--- src/rtl/softlock_pkg.sv ---
package softlock_pkg;

  typedef enum logic [1:0] {
    RGN_DATA = 2'd0,
    RGN_MIRR = 2'd1,
    RGN_LOCK = 2'd2,
    RGN_CTRL = 2'd3
  } region_e;

  localparam int LANES = 4;

  // Granularity code per lane: 00 none, 01 byte, 10 half, 11 word.
  function automatic logic [LANES-1:0] lock_merge(
    input logic [2*LANES-1:0] gcfg,
    input logic [LANES-1:0]   cur,
    input logic [LANES-1:0]   val,
    input logic [LANES-1:0]   wen
  );
    logic [LANES-1:0] res;
    for (int l = 0; l < LANES; l++) begin
      logic [1:0] g;
      int         src;
      g = gcfg[2*l +: 2];
      case (g)
        2'b11:   src = 0;
        2'b10:   src = l & 2;
        default: src = l;
      endcase
      if (g == 2'b00)    res[l] = 1'b0;
      else if (wen[src]) res[l] = val[src];
      else               res[l] = cur[l];
    end
    return res;
  endfunction

endpackage

--- src/rtl/slk_lock_word.sv ---
module slk_lock_word
  import softlock_pkg::*;
#(
  parameter logic [2*LANES-1:0] GCFG = 8'hFF
) (
  input  logic             clk,
  input  logic             rst_n,
  input  logic             upd_en,
  input  logic [LANES-1:0] upd_val,
  input  logic [LANES-1:0] upd_wen,
  output logic [LANES-1:0] lock_q
);

  logic [LANES-1:0] lock_d;

  always_comb begin
    lock_d = lock_merge(GCFG, lock_q, upd_val, upd_wen);
  end

  always_ff @(posedge clk or negedge rst_n) begin
    if (!rst_n)      lock_q <= '0;
    else if (upd_en) lock_q <= lock_d;
  end

endmodule

--- src/rtl/slk_access.sv ---
module slk_access
  import softlock_pkg::*;
#(
  parameter int IDX_W     = 2,
  parameter int NUM_WORDS = 4
) (
  input  logic                     bus_req,
  input  logic                     bus_wr,
  input  logic [IDX_W+1:0]         bus_addr,
  input  logic [LANES-1:0]         bus_be,
  input  logic [7:0]               wdata_lo,
  input  logic [LANES*NUM_WORDS-1:0] lock_flat,
  input  logic                     hard_q,
  input  logic [31:0]              prf_rdata,
  output logic                     prf_wr,
  output logic [IDX_W-1:0]         prf_idx,
  output logic [LANES-1:0]         prf_be,
  output logic [NUM_WORDS-1:0]     upd_en,
  output logic [LANES-1:0]         upd_val,
  output logic [LANES-1:0]         upd_wen,
  output logic                     hard_set,
  output logic                     err_d,
  output logic [31:0]              rdata_d
);

  region_e          region;
  logic [LANES-1:0] cur_lock;
  logic [LANES-1:0] blocked;
  logic             lock_go;

  assign region   = region_e'(bus_addr[IDX_W +: 2]);
  assign prf_idx  = bus_addr[IDX_W-1:0];
  assign cur_lock = lock_flat[LANES*prf_idx +: LANES];
  assign blocked  = bus_be & cur_lock;

  always_comb begin
    prf_be   = '0;
    err_d    = 1'b0;
    lock_go  = 1'b0;
    upd_val  = '0;
    upd_wen  = '0;
    hard_set = 1'b0;
    rdata_d  = '0;
    if (bus_req && bus_wr) begin
      case (region)
        RGN_DATA: begin
          prf_be = bus_be & ~cur_lock;
          err_d  = |blocked;
        end
        RGN_MIRR: begin
          prf_be  = bus_be & ~cur_lock;
          err_d   = |blocked;
          lock_go = !hard_q;
          upd_val = '1;
          upd_wen = bus_be;
        end
        RGN_LOCK: begin
          err_d   = hard_q;
          lock_go = !hard_q;
          upd_val = wdata_lo[3:0];
          upd_wen = wdata_lo[7:4];
        end
        RGN_CTRL: hard_set = wdata_lo[0];
        default: ;
      endcase
    end else if (bus_req) begin
      case (region)
        RGN_DATA, RGN_MIRR: rdata_d = prf_rdata;
        RGN_LOCK:           rdata_d = {{(32-LANES){1'b0}}, cur_lock};
        RGN_CTRL:           rdata_d = {31'b0, hard_q};
        default: ;
      endcase
    end
  end

  assign prf_wr = |prf_be;
  assign upd_en = lock_go ? (NUM_WORDS'(1) << prf_idx) : '0;

endmodule

--- src/rtl/reg_softlock_unit.sv ---
module reg_softlock_unit
  import softlock_pkg::*;
#(
  parameter int                       IDX_W = 2,
  parameter logic [8*(1<<IDX_W)-1:0]  GRAN  = 32'hAA55_4AFF
) (
  input  logic               clk,
  input  logic               rst_n,
  input  logic               bus_req,
  input  logic               bus_wr,
  input  logic [IDX_W+1:0]   bus_addr,
  input  logic [3:0]         bus_be,
  input  logic [31:0]        bus_wdata,
  output logic               rsp_valid,
  output logic               rsp_err,
  output logic [31:0]        rsp_rdata,
  output logic               prf_wr,
  output logic [IDX_W-1:0]   prf_idx,
  output logic [3:0]         prf_be,
  output logic [31:0]        prf_wdata,
  input  logic [31:0]        prf_rdata
);

  localparam int NUM_WORDS = 1 << IDX_W;

  logic [1:0]                   rst_pipe;
  logic                         rst_sync_n;
  logic [LANES*NUM_WORDS-1:0]   lock_flat;
  logic                         hard_q;
  logic                         hard_d;
  logic [NUM_WORDS-1:0]         upd_en;
  logic [LANES-1:0]             upd_val;
  logic [LANES-1:0]             upd_wen;
  logic                         hard_set;
  logic                         err_d;
  logic [31:0]                  rdata_d;

  // Reset: asserted at once, released after two clock edges.
  always_ff @(posedge clk or negedge rst_n) begin
    if (!rst_n) rst_pipe <= 2'b00;
    else        rst_pipe <= {rst_pipe[0], 1'b1};
  end
  assign rst_sync_n = rst_pipe[1];

  slk_access #(.IDX_W(IDX_W), .NUM_WORDS(NUM_WORDS)) u_access (
    .bus_req   (bus_req),
    .bus_wr    (bus_wr),
    .bus_addr  (bus_addr),
    .bus_be    (bus_be),
    .wdata_lo  (bus_wdata[7:0]),
    .lock_flat (lock_flat),
    .hard_q    (hard_q),
    .prf_rdata (prf_rdata),
    .prf_wr    (prf_wr),
    .prf_idx   (prf_idx),
    .prf_be    (prf_be),
    .upd_en    (upd_en),
    .upd_val   (upd_val),
    .upd_wen   (upd_wen),
    .hard_set  (hard_set),
    .err_d     (err_d),
    .rdata_d   (rdata_d)
  );

  for (genvar w = 0; w < NUM_WORDS; w++) begin : g_word
    slk_lock_word #(.GCFG(GRAN[8*w +: 8])) u_word (
      .clk     (clk),
      .rst_n   (rst_sync_n),
      .upd_en  (upd_en[w]),
      .upd_val (upd_val),
      .upd_wen (upd_wen),
      .lock_q  (lock_flat[LANES*w +: LANES])
    );
  end

  assign prf_wdata = bus_wdata;

  always_comb begin
    hard_d = hard_q | hard_set;
  end

  always_ff @(posedge clk or negedge rst_sync_n) begin
    if (!rst_sync_n)   hard_q <= 1'b0;
    else if (hard_set) hard_q <= hard_d;
  end

  always_ff @(posedge clk or negedge rst_sync_n) begin
    if (!rst_sync_n) begin
      rsp_valid <= 1'b0;
      rsp_err   <= 1'b0;
      rsp_rdata <= '0;
    end else begin
      rsp_valid <= bus_req;
      if (bus_req) begin
        rsp_err   <= err_d;
        rsp_rdata <= rdata_d;
      end
    end
  end

endmodule

--- config.mk ---
export PLATFORM = sky130hd
export DESIGN_NAME = reg_softlock_unit
export DESIGN_NICKNAME = d
export VERILOG_FILES = /design/src/rtl/softlock_pkg.sv /design/src/rtl/slk_lock_word.sv /design/src/rtl/slk_access.sv /design/src/rtl/reg_softlock_unit.sv
export SDC_FILE = /design/constraint.sdc
export NUM_CORES = 1
export LEC_CHECK = 0
export ABC_CLOCK_PERIOD_IN_PS = 3060
export BUFFER_PORTS_ARGS = -buffer_cell sky130_fd_sc_hd__buf_2
export CAP_MARGIN = 20
export CORE_UTILIZATION = 44
export CTS_CLUSTER_DIAMETER = 30
export DETAILED_ROUTE_END_ITERATION = 6
export GPL_TIMING_DRIVEN = 0
export PLACE_DENSITY = 0.92
export SLEW_MARGIN = 20
export SYNTH_ARGS = -nofsm -noshare
export SYNTH_HDL_FRONTEND = slang
export SYNTH_SLANG_ARGS = --single-unit
export TNS_END_PERCENT = 50
--- constraint.sdc ---
create_clock -name clk -period 3.06 [get_ports clk]
set_clock_uncertainty 0.05 [all_clocks]
set_input_delay 0.612 -clock clk [delete_from_list [all_inputs] [get_ports clk]]
set_output_delay 0.612 -clock clk [all_outputs]
set_load 0.01 [all_outputs]
==> results.md, run 1 <==
* Status: completed
* CTS sink cnt at 46
* Worst slack at placement at 0.00866 ns
* Final min period at 2.87 ns
* Critical path launch point: bus_addr[3]
* Final core occ at 63.0%
* FF-to-FF End: g_word[2].u_word.lock_q[0]
* Drt pass-1 iters at 4
* Slowest cell on crit path: or4_1
* Worst reg2reg startpoint: hard_q
* Port bufs at 124
* Unrepaired setup endpoints after global routing: false
* Yosys warning total at 0
* Bufs on Longest Clock Path at 2
* Antenna diodes at 0
* Power consumption at 0.00134 W
* H-tree depth at 2
* Crit-path max FO at 9
* Leak pwr at 1.80 nW
* Register area share after synthesis at 46.3%
* Clock latency on the worst-skew pair at 0.30 ns
* Max incr delay on CP at 0.50 ns
* Primary FF master, synth: dfrtp_1
* Slew @ Worst Pin at 0.581 ns
* Worst path arrival time at 2.21 ns
* Total number of vias at 2295
* Startpoint Class: input pin
* Layout net count at 478
* DP Cell Count at 460
* Yosys cell types at 42
* Fmax at 348 MHz
* Async set-reset flop share out of synthesis at 100%
* Global route total overflow at 0
* Final Hold Viols at 0
* Vias in the first global route at 2098
* Reg2Reg Depth at 4
* Critical-path cell list: buf_2, inv_1, ha_2, o211a_1, and3_1, or4_1, buf_2
* Crit path required time at 2.40 ns
* CP most frequent cell: buf_2
* GP Congestion at 0.904
* Non-filler instance count after layout at 468
* HP Class: input pin to async pin
* DRC at 0
* Initial antenna violation count at 0
* Critical path type: input pin to primary output
* Post-route ant nets at 0
* Worst reg2reg setup slack at 1.26 ns
* Wire length per cell at 13.2 um
* Pwr dens at 403 nW/um^2
* Die footprint at 5950 sq um
* First-pass GRT wire length at 9880 um
* Final worst-path cycle share at 93.9%
* Post-synth EDFFs at 0
* Share of layout cells above drive strength 1 at 46.5%
* Tot GR Track Use at 21.2%
* Boundary pin count at 149
* Area delta synth->final at 33.5%
* CTS tree: built
* Syn nets at 346
* Hold Buf Count CTS at 0
* Vias per cell at 4.90
* WL final at 6180 um
* CTS Root Cell: clkbuf_8
* Synth Cell Area at 2480 sq um
* Die X at 77.2 um
* Worst vdd ir at 0.208 mV
* Largest net degree at the start of global routing at 25
* Reg clk slew, reported paths at 0.08 ns
* Max Slew Vio Count at 0
* Site row count at 26
* Commonest non-fill, non-tap cell in the layout: buf_2
* Die extent in y at 77.2 um
* DRT iter0 DRCs at 99
* Final setup violation count at 0
* Initial core utilization at 47.2%
* Synth Area per Inst at 9.38 sq um
* Total core area at 5270 sq um
* Gate Count Post-Synth at 265
* Max cap viols at 0
* Critical Path End Type: primary output
* Worst relative slew slack at 61.3%
* Post-DP HPWL at 4810 um
* CTS Buf Count at 5
* Fin worst setup slack at 0.186 ns
* Setup TNS at 0 ns
* Commonest cells after routing, fill and taps aside: buf_2 (128), dfrtp_1 (45), buf_4 (36), inv_1 (33), nand2_1 (32)
* FF+latch count, synth at 46
## critical path, delay by kind of cell
family / cells / cell delay, ns
fa+ha+maj: 1 / 0.24
simple gates: 2 / 0.71
buf+inv: 3 / 0.34
compound gates: 1 / 0.30
## through the flow
step / hold slack (ns) / instance area (sq um)
2_1_floorplan: 0.266 / 2480
3_3_place_gp: 0.289 / 3190
3_5_place_dp: 0.236 / 3220
4_1_cts: 0.0237 / 3320
5_1_grt: 0.0199 / 3320
6_report: 0.0332 / 3320
## metal layers
metal	global-route usage (%)	vias to the layer above	routed length [um]
met1	26.0	1056	2630
li1	-	1109	-
met3	4.29	8	465
met2	37.1	122	3010
met5	0	-	0
met4	6.79	0	64
## cell families (layout without fill, tap and decap cells)
family / after synthesis / after routing / share of synthesized area, %
AOI/OAI and AO/OA: 59 / 59 / 14.7
adders and majority gates: 5 / 5 / 2.52
buffers and inverters: 80 / 213 / 17.6
DFF: 46 / 46 / 46.3
muxes: 14 / 14 / 6.44
other: 1 / 1 / 0.151
and+or+nand+nor: 60 / 60 / 12.3
## power by group
group          switching [W]  internal [W]  leakage [nW]
registers          0.0000327      0.000648         0.607
clock network       0.000211      0.000161        0.0441
logic               0.000146      0.000141          1.15
## worst max path at each step
stage	cells after the start	slack, ns	endpoint
floorplan	6	0.35	prf_wr
global placement	8	0.04	prf_wr
detailed placement	8	0.009	prf_wr
CTS	8	0.004	prf_wr
global route	7	0.09	prf_wr
finish	7	0.19	prf_wr
## layout make-up
class,instances,area [sq um]
inverters,34,128
clock buffers,5,68.8
multi-input cells,139,900
plain buffers,45,305
well taps,70,87.6
flip-flops and latches,46,1150
clock inverters,3,21.3
repair buffers,126,656
fillers,473,1950
## registers in the layout, indices dropped and copies added (netlist names)
name,flops
rsp_valid,1
rst_pipe,2
g_word.u_word.lock_q,9
rsp_err,1
rsp_rdata,32
hard_q,1
## cells in the mapped netlist (all sizes together) (2+ instances only)
cell	instances	area share, %
a21oi	6	1.2
a22oi	4	1.2
and3	3	0.76
buf	39	11
clkbuf	7	1.1
dfrtp	46	46
ha	5	2.5
inv	34	5.1
mux2	6	2.7
mux2i	7	2.8
nand2	32	4.8
nand2b	3	0.76
nand3	2	0.91
nand3b	2	0.60
nor2	5	0.76
nor2b	3	0.76
nor3	2	0.40
nor4	2	0.50
o21ai	37	7.5
o41ai	4	2.0
## what timing repair did
action	in CTS	in global routing
gates resized for setup	0	1
pin swaps	1	0
hold endpoints to repair	0	0
endpoints found under the setup margin	1	1
setup buffers	1	0
No activity file was read; power rests on OpenSTA's default activity.
==> inputs of run 2 (changes only) <==
--- a/config.mk
+++ b/config.mk
@@ -8,7 +8,7 @@
 export ABC_CLOCK_PERIOD_IN_PS = 3060
 export BUFFER_PORTS_ARGS = -buffer_cell sky130_fd_sc_hd__buf_2
 export CAP_MARGIN = 20
-export CORE_UTILIZATION = 44
+export CORE_UTILIZATION = 46
 export CTS_CLUSTER_DIAMETER = 30
 export DETAILED_ROUTE_END_ITERATION = 6
 export GPL_TIMING_DRIVEN = 0
@@ -16,5 +16,6 @@
 export SLEW_MARGIN = 20
 export SYNTH_ARGS = -nofsm -noshare
 export SYNTH_HDL_FRONTEND = slang
+export SYNTH_HIERARCHICAL = 1
 export SYNTH_SLANG_ARGS = --single-unit
 export TNS_END_PERCENT = 50
==> run 2 against run 1 <==
Critical path depth is 1 higher. Maximum frequency is 2.7% lower. Worst hold slack worse by 0.00064 ns. Sequential power is 4.1% lower. First-iteration DRC count is 29% lower. Largest power group unchanged. Largest cell class is now multi-input gates. Register-to-register slack worse by 0.04 ns.
==> results.md, run 2 <==
* Status: completed
* Crit path required time at 2.40 ns (about the same)
* Post-route ant nets at 0 (unchanged)
* Leak pwr at 2.08 nW (+15%)
* Final setup violation count at 0 (unchanged)
* Synth Area per Inst at 11.9 sq um (+27%)
* Layout net count at 453 (-5.2%)
* CP Depth at 8 (+1)
* Commonest cells after routing, fill and taps aside: buf_2 (123), dfrtp_1 (45), buf_4 (41), mux2_4 (39), and2_1 (28)
* Die X at 81.3 um (+5.4%)
* Vias in the first global route at 2038 (-2.9%)
* Adder-cell share of the synthesized area at 1.73% (-0.79 points)
* Largest register by flop count: rsp_rdata
* CP most frequent cell: buf_2
* Largest cells by area after synthesis: dfrtp_1 (40%), mux2_4 (20%), buf_4 (11%)
* Fmax at 338 MHz (-2.7%)
* Most common cell in the netlist: dfrtp_1
* Worst vdd ir at 0.303 mV (+45%)
* Drt pass-1 iters at 4 (unchanged)
* Final worst-path cycle share at 96.6% (+2.6 points)
* Setup TNS at 0 ns (unchanged)
* Cell taking the most area after synthesis: dfrtp_1
* Area post-placement at 3620 sq um (+12%)
* Site row count at 28 (+7.7%)
* GP Congestion at 0.894 (-1.2%)
* Clock latency on the worst-skew pair at 0.29 ns (about the same)
* CTS tree: built
* Final Cell Area at 3760 sq um (+13%)
* Mux cell area share after synthesis at 25.2% (+19 points)
* Critical Path End Type: primary output
* Largest net degree at the start of global routing at 26 (+4.0%)
* Synth top area share at 39.8% (-6.5 points)
* Initial antenna violation count at 0 (unchanged)
* Total number of vias at 2194 (-4.4%)
* Critical-path cell list: buf_2, inv_1, ha_1, clkbuf_1, o211ai_4, nor3b_1, or4_1, buf_2
* HP Class: input pin to async pin
* Slowest cell on crit path: or4_1
* Die footprint at 6610 sq um (+11%)
* Hold Buf Count CTS at 0 (unchanged)
* Post-CTS resize count at 0 (unchanged)
* CTS Buf Count at 5 (unchanged)
* Biggest regs: rsp_rdata: 32 flops, g_word.u_word/lock_q: 9 flops, rst_pipe: 2 flops
* Yosys cell types at 32 (-24%)
* WL final at 6190 um (+0.13%)
* Worst relative slew slack at 50.7% (-11 points)
* Gate Count Post-Synth at 243 (-8.3%)
* Max reg flops at 32 (unchanged)
* Reg2Reg Depth at 3 (-1)
* Primary FF master, synth: dfrtp_1
* Syn nets at 323 (-6.6%)
* Commonest non-fill, non-tap cell in the layout: buf_2
* H-tree depth at 2 (unchanged)
* FF+latch count, synth at 46 (unchanged)
* Antenna diodes at 0 (unchanged)
* Vias per cell at 4.89 (-0.36%)
* CP bufs+invs at 4 (+1)
* Slew @ Worst Pin at 0.729 ns (+0.149 ns)
* Synth Area in XOR/XNOR at 0% (unchanged)
* Synth Area in Compound Gates at 4.84% (-9.9 points)
* Async set-reset flop share out of synthesis at 100% (unchanged)
* Wire length per cell at 13.8 um (+4.4%)
* Synth cell count leaders: dfrtp_1 (46), buf_4 (41), mux2_4 (39)
* Crit path max-delay family: simple AND/OR/NAND/NOR gates
* Total core area at 5990 sq um (+14%)
* Max incr delay on CP at 0.51 ns (about the same)
* Fill count at 498 (+5.3%)
* Synth Cell Area at 2890 sq um (+16%)
* Global route total overflow at 0 (unchanged)
* Tot GR Track Use at 19.0% (-2.2 points)
* Final min period at 2.95 ns (+0.0809 ns)
* DRT iter0 DRCs at 70 (-29%)
* Post-Synth Simple-Gate Area at 13.6% (+1.3 points)
* Share of layout cells above drive strength 1 at 61.5% (+15 points)
* Critical path type: input pin to primary output
* Register area share after synthesis at 39.8% (-6.5 points)
* Pwr dens at 388 nW/um^2 (-3.8%)
* Final core occ at 62.7% (-0.24 points)
* Area delta synth->final at 29.8%
* CTS Root Cell: clkbuf_8
* Post-CTS setup buffer count at 0 (-1)
* CTS sink cnt at 46 (unchanged)
* Die extent in y at 81.3 um (+5.4%)
* Bufs on Longest Clock Path at 2 (unchanged)
* Initial core utilization at 48.3% (+1.2 points)
* First-pass GRT wire length at 9470 um (-4.2%)
* DRC at 0 (unchanged)
* Max cap viols at 0 (unchanged)
* Boundary pin count at 149 (unchanged)
* Final Hold Viols at 0 (unchanged)
* Post-DP HPWL at 4830 um (+0.46%)
* Crit-path max FO at 10 (+1)
* Max Slew Vio Count at 0 (unchanged)
* Yosys warning total at 6 (+6)
* Unrepaired setup endpoints after global routing: false
* Startpoint Class: input pin
* Post-synth EDFFs at 0 (unchanged)
* Largest family of logic cells by synthesized area: multiplexers
* Worst path arrival time at 2.29 ns (+0.08 ns)
* Port bufs at 122 (-1.6%)
* Reg clk slew, reported paths at 0.09 ns (about the same)
run 2: cell types whose count changed after synthesis, sizes merged, moves of 4 or more:
cell | previous run | this run
a22oi | 4 | 9
o21ai | 37 | 0
o41ai | 4 | 0
mux2 | 6 | 42
inv | 34 | 2
mux2i | 7 | 2
and2 | 0 | 28
nand2 | 32 | 15
buf | 39 | 47
nor2 | 5 | 14
run 2: worst paths after layout:
path                              from  slack, ns                          to
max                        bus_addr[3]       0.11                      prf_wr
max in group asynchronous  rst_pipe[1]       2.28                rsp_rdata[4]
max reg2reg                     hard_q       1.22  g_word[2].u_word/lock_q[2]
min                              rst_n       0.03                 rst_pipe[0]
min in group clk           rst_pipe[0]       0.31                 rst_pipe[1]
min reg2reg                rst_pipe[1]       0.17               rsp_rdata[26]
run 2: where the power goes:
part / total (W) / switching [W] / internal [W]
clock: 0.000535 / 0.000207 / 0.000327
combinational: 0.000271 / 0.000120 / 0.000151
sequential: 0.000652 / 0.0000216 / 0.000631
total: 0.00146 / 0.000349 / 0.00111
run 2: stage by stage:
step / cells / setup slack, ns / hold WS (ns) / total power (W)
6_report: 449 / 0.105 / 0.0325 / 0.00146
5_1_grt: 449 / 0.0300 / 0.0154 / 0.00153
3_5_place_dp: 441 / 0.136 / 0.196 / 0.000938
4_1_cts: 449 / 0.124 / 0.0231 / 0.00148
3_3_place_gp: 440 / 0.180 / 0.287 / 0.000927
2_1_floorplan: 243 / 0.446 / 0.266 / 0.000831
run 2: per-layer routing:
| metal | wire length (um) | up-vias | part of all wire, % | GRT usage (%) |
|---|---|---|---|---|
| met5 | 0 | - | 0 | 0 |
| met4 | 40 | 0 | 0.65 | 4.82 |
| li1 | - | 1041 | - | - |
| met3 | 399 | 6 | 6.5 | 4.38 |
| met2 | 3220 | 97 | 52 | 33.2 |
| met1 | 2520 | 1050 | 41 | 23.4 |
run 2: final cells by class:
type,count,area [sq um],share of cell area [%]
Buffer,52,414,11.0
Clock buffer,5,68.8,1.83
Clock inverter,3,68.8,1.83
Inverter,2,7.51,0.200
Multi-Input combinational cell,143,1320,35.2
Sequential cell,46,1150,30.7
Tap cell,75,93.8,2.50
Timing Repair Buffer,123,631,16.8
run 2: cells by family after synthesis:
kind of cell | after synthesis
AO/OA/AOI/OAI | 18
adder cells (fa/ha/maj) | 4
buffers and inverters | 54
flip-flops | 46
multiplexers | 48
other | 2
AND/OR/NAND/NOR | 71
run 2: worst reg2reg max path: cells and delay by family (launching register included):
kind | cells | cell delay, ns
AND/OR/NAND/NOR | 2 | 0.87
multiplexers | 1 | 0.34
flip-flops | 1 | 0.47
